==> config.mk <==
export PLATFORM = sky130hd
export DESIGN_NAME = ce_upsampler
export DESIGN_NICKNAME = d
export VERILOG_FILES = /design/src/rtl/ups_pkg.sv /design/src/rtl/ups_rst_sync.sv /design/src/rtl/ups_slot_select.sv /design/src/rtl/ups_out_reg.sv /design/src/rtl/ce_upsampler.sv
export SDC_FILE = /design/constraint.sdc
export NUM_CORES = 1
export LEC_CHECK = 0
export BUFFER_PORTS_ARGS = -buffer_cell sky130_fd_sc_hd__buf_2
export CORE_MARGIN = 2
export CORE_UTILIZATION = 49
export CTS_BUF_LIST = sky130_fd_sc_hd__clkbuf_8
export DETAILED_ROUTE_END_ITERATION = 10
export HOLD_SLACK_MARGIN = 0.03
export MAX_ROUTING_LAYER = met4
export PLACE_DENSITY = 0.85
export SETUP_SLACK_MARGIN = 0.15
export SLEW_MARGIN = 5
export SYNTH_ARGS = -nofsm -noshare
export SYNTH_HDL_FRONTEND = slang
export SYNTH_SLANG_ARGS = --single-unit
==> constraint.sdc <==
create_clock -name clk -period 1.9 [get_ports clk]
set_clock_uncertainty 0.2 [all_clocks]
set_input_delay 0.095 -clock clk [delete_from_list [all_inputs] [get_ports clk]]
set_output_delay 0.095 -clock clk [all_outputs]
set_load 0.01 [all_outputs]
==> src/rtl/ups_pkg.sv <==
package ups_pkg;

  // Fill behaviour for the slots between two source strobes.
  typedef enum logic {
    UPS_HOLD      = 1'b0,
    UPS_ZERO_FILL = 1'b1
  } ups_mode_e;

  localparam int unsigned UPS_SYNC_STAGES = 2;

endpackage

==> src/rtl/ups_rst_sync.sv <==
module ups_rst_sync #(
  parameter int unsigned STAGES = ups_pkg::UPS_SYNC_STAGES
) (
  input  logic clk,
  input  logic rst_n,
  output logic rst_sync_n
);

  logic [STAGES-1:0] chain_q;
  logic [STAGES-1:0] chain_d;

  always_comb begin
    chain_d = {chain_q[STAGES-2:0], 1'b1};
  end

  always_ff @(posedge clk or negedge rst_n) begin
    if (!rst_n) begin
      chain_q <= '0;
    end else begin
      chain_q <= chain_d;
    end
  end

  assign rst_sync_n = chain_q[STAGES-1];

endmodule

==> src/rtl/ups_slot_select.sv <==
module ups_slot_select
  import ups_pkg::*;
#(
  parameter int unsigned DATA_W = 16,
  parameter ups_mode_e   MODE   = UPS_ZERO_FILL
) (
  input  logic              src_en,
  input  logic              dst_en,
  input  logic [DATA_W-1:0] din,
  output logic              load,
  output logic [DATA_W-1:0] nxt
);

  localparam logic [DATA_W-1:0] ZERO_WORD = '0;

  if (MODE == UPS_HOLD) begin : g_hold
    // The register itself repeats the word; only a new sample loads.
    always_comb begin
      load = src_en & dst_en;
      nxt  = din;
    end
  end else begin : g_zero_fill
    // Every destination slot loads; only the first one carries data.
    always_comb begin
      load = dst_en;
      nxt  = src_en ? din : ZERO_WORD;
    end
  end

endmodule

==> src/rtl/ups_out_reg.sv <==
module ups_out_reg #(
  parameter int unsigned DATA_W = 16
) (
  input  logic              clk,
  input  logic              rst_n,
  input  logic              load,
  input  logic [DATA_W-1:0] nxt,
  output logic [DATA_W-1:0] q
);

  logic [DATA_W-1:0] q_d;

  always_comb begin
    q_d = q;
    if (load) begin
      q_d = nxt;
    end
  end

  always_ff @(posedge clk or negedge rst_n) begin
    if (!rst_n) begin
      q <= '0;
    end else begin
      q <= q_d;
    end
  end

endmodule

==> src/rtl/ce_upsampler.sv <==
module ce_upsampler
  import ups_pkg::*;
#(
  parameter int unsigned DATA_W = 16,
  parameter int unsigned FACTOR = 4,
  parameter ups_mode_e   MODE   = UPS_ZERO_FILL
) (
  input  logic              clk,
  input  logic              rst_n,
  input  logic              src_en,
  input  logic              dst_en,
  input  logic [DATA_W-1:0] din,
  output logic [DATA_W-1:0] dout
);

  if (FACTOR < 2) begin : g_bad_factor
    $error("ce_upsampler: FACTOR must be at least 2");
  end

  logic              rst_sync_n;
  logic              slot_load;
  logic [DATA_W-1:0] slot_nxt;

  ups_rst_sync #(
    .STAGES (UPS_SYNC_STAGES)
  ) u_rst_sync (
    .clk        (clk),
    .rst_n      (rst_n),
    .rst_sync_n (rst_sync_n)
  );

  ups_slot_select #(
    .DATA_W (DATA_W),
    .MODE   (MODE)
  ) u_slot_select (
    .src_en (src_en),
    .dst_en (dst_en),
    .din    (din),
    .load   (slot_load),
    .nxt    (slot_nxt)
  );

  ups_out_reg #(
    .DATA_W (DATA_W)
  ) u_out_reg (
    .clk   (clk),
    .rst_n (rst_sync_n),
    .load  (slot_load),
    .nxt   (slot_nxt),
    .q     (dout)
  );

endmodule

==> impl_metrics.tcl <==
set metrics [dict create \
    status "complete, no violations" \
    slew_headroom_pct 57.8 \
    hold_violations 0 \
    portBuffers 35 \
    n_antenna_cell 0 \
    tns_ns 0 \
    core_um2 1330 \
    cts_made_buffers 3 \
    stdcell_area_um2 1120 \
    synth-seq-area-share_pct 63.4 \
    crit_slowest_cell "dlygate4sd3_1" \
    fmax_mhz 651 \
    fp-row-count 13 \
    grt_setup_unrepaired "no" \
    chipHeight_um 42.1 \
    crit_arrival_ns 1.45 \
    crit_fanout 1 \
    ctsResizeCount 0 \
    p_leak_nw 0.579 \
    p_per_area_nw_per_um2 782 \
    path_delay_family "buffers and inverters" \
    globalplace.congestion 0.697 \
    grt_pass1_vias 765 \
    grtUsageMet2_pct 51.6 \
    grt.overflow.total 0 \
    required_ns 1.82 \
    grt_util_met3_pct 5.17 \
    worst_slack_ns 0.364 \
    rr_startpoint "u_out_reg.q[8]" \
    fin_util_pct 84.2 \
    post-place-ws_ns 0.849 \
    path_clk_slew_ns 0.07 \
    critPathBufInv 3 \
    critical_path_class "in -> reg" \
    start_kind "primary input" \
    clk_latency_ns 0.25 \
    fin_crit_sh_pct 80.8 \
    drv_slew 0 \
    initial_utilization_pct 53.3 \
    dp_hpwl_um 1050 \
    netlist_instances 72 \
    ctsRootBufferMaster "clkbuf_8" \
    grt_max_degree 33 \
    io_pins 36 \
    drtIter0Drc 10 \
    setup_violations 0 \
    min_path_cells 3 \
    final_common_cell "buf_2" \
    synth_nets 92 \
    syn2layout_area_growth_pct 58.1 \
    reg2reg_depth 2 \
    grt_pass1_wl_um 3520 \
    syn-cell-area_um2 711 \
    crit_top_cell "dlygate4sd3_1" \
    worst_pin_slew_ns 0.634 \
    slowest_delay_ns 0.56 \
    reg2reg_to "u_out_reg.q[8]" \
    layout-drive-gt1-share_pct 31.0 \
    yosys_register_bits 18 \
    fillers 74 \
    min_from "src_en" \
    max_cap_viol_count 0 \
    dr.pass1.iters 4 \
    whs_ns 0.0399 \
    peakVddDrop_uv 549 \
    dp.cells 117 \
    hold_class "in -> reg" \
    clock_sinks 18 \
    die-area_um2 1770 \
    tritoncts "done" \
    synth_cell_type_count 10 \
    drc 0 \
    vias_per_cell 5.07 \
    syn_avg_cell_area_um2 9.87 \
    total_power_mw 0.879 \
    crit_chain "dlygate4sd3_1 > buf_2 > nand3_1 > dlygate4sd3_1 > o21ai_1" \
    cts_buffer_depth 2 \
    nets 147 \
    instances_no_fill 141 \
    vias 715 \
    grtUsageMet1_pct 30.1 \
    fp.dieW_um 42.1 \
    grt_usage_pct 28.3 \
    wire_per_inst_um 14.7 \
    period_minus_slack_ns 1.54 \
    layout_common_cells "buf_2, dlygate4sd3_1, dfrtp_1, inv_1, nand3_1" \
    r2r_slack_ns 0.98 \
    top_usage_layer "met2" \
    h-tree-depth 1 \
    endpoint_kind "register" \
    ant_nets 0 \
    wl_um 2070 \
    ys_warn_count 0 \
    antenna_found_initial 0 \
    holdPathEnd "u_out_reg.q[7]" \
    post_dp_cell_area_um2 868 \
]
## sequential cells by signal, summed over array words and instances (netlist names)
| register | flops |
|---|---|
| u_out_reg.q | 16 |
| u_rst_sync.chain_q | 2 |
## how the worst max path moves through the flow
| stage | end | slack (ns) | depth (start not counted) | start |
|---|---|---|---|---|
| 2_1_floorplan | u_out_reg.q[14] | 1.07 | 2 | u_out_reg.q[14] |
| 3_3_place_gp | u_out_reg.q[5] | 0.93 | 2 | dst_en |
| 3_5_place_dp | u_out_reg.q[14] | 0.85 | 3 | dst_en |
| 4_1_cts | u_out_reg.q[4] | 0.40 | 5 | din[4] |
| 5_1_grt | u_out_reg.q[4] | 0.35 | 5 | din[4] |
| 6_report | u_out_reg.q[4] | 0.36 | 5 | din[4] |
## metal layers
metal | wire length, µm | up-vias | part of all wire [%]
met1 | 759 | 344 | 37
li1 | - | 333 | -
met3 | 114 | 6 | 5.5
met4 | 38 | 0 | 1.8
met2 | 1160 | 32 | 56
met5 | 0 | - | 0
## worst register-to-register path: cells and delay by family, from the launching register on
kind | cells | cell delay, ns
compound gates | 1 | 0.21
flops | 1 | 0.35
buf+inv | 1 | 0.06
## cells by family after synthesis
logic type      Yosys count  synth area share [%]
buf+inv                  21                  13.6
flops                    18                  63.4
compound gates           16                  11.3
simple gates             16                  11.3
other cells               1                 0.528
## layout make-up
type | count | area, µm² | area share, %
Clock buffer | 4 | 55.1 | 4.90
Inverter | 16 | 60.1 | 5.35
Multi-Input combinational cell | 33 | 164 | 14.6
Sequential cell | 18 | 450 | 40.1
Tap cell | 15 | 18.8 | 1.67
Timing Repair Buffer | 55 | 375 | 33.4
## power breakdown
group	total, mW	switching (mW)	internal [mW]
registers	0.434	0.0218	0.412
clock network	0.306	0.122	0.184
logic	0.139	0.0686	0.0708
## synthesized netlist by cell type
| library cell | count | area, µm² |
|---|---|---|
| buf_4 | 2 | 15.0 |
| clkbuf_2 | 1 | 5.00 |
| dfrtp_1 | 18 | 450 |
| conb_1 | 1 | 3.75 |
| o21ai_0 | 13 | 65.1 |
| nand3_1 | 16 | 80.1 |
| buf_6 | 1 | 11.3 |
| inv_1 | 16 | 60.1 |
| o21ai_1 | 3 | 15.0 |
| buf_2 | 1 | 5.00 |
## repair_timing
action                                 in CTS  in global routing
hold buffers                               20                  0
endpoints found under the hold margin      18                  0
setup buffers                               0                  0
No activity file was read; power rests on OpenSTA's default activity.
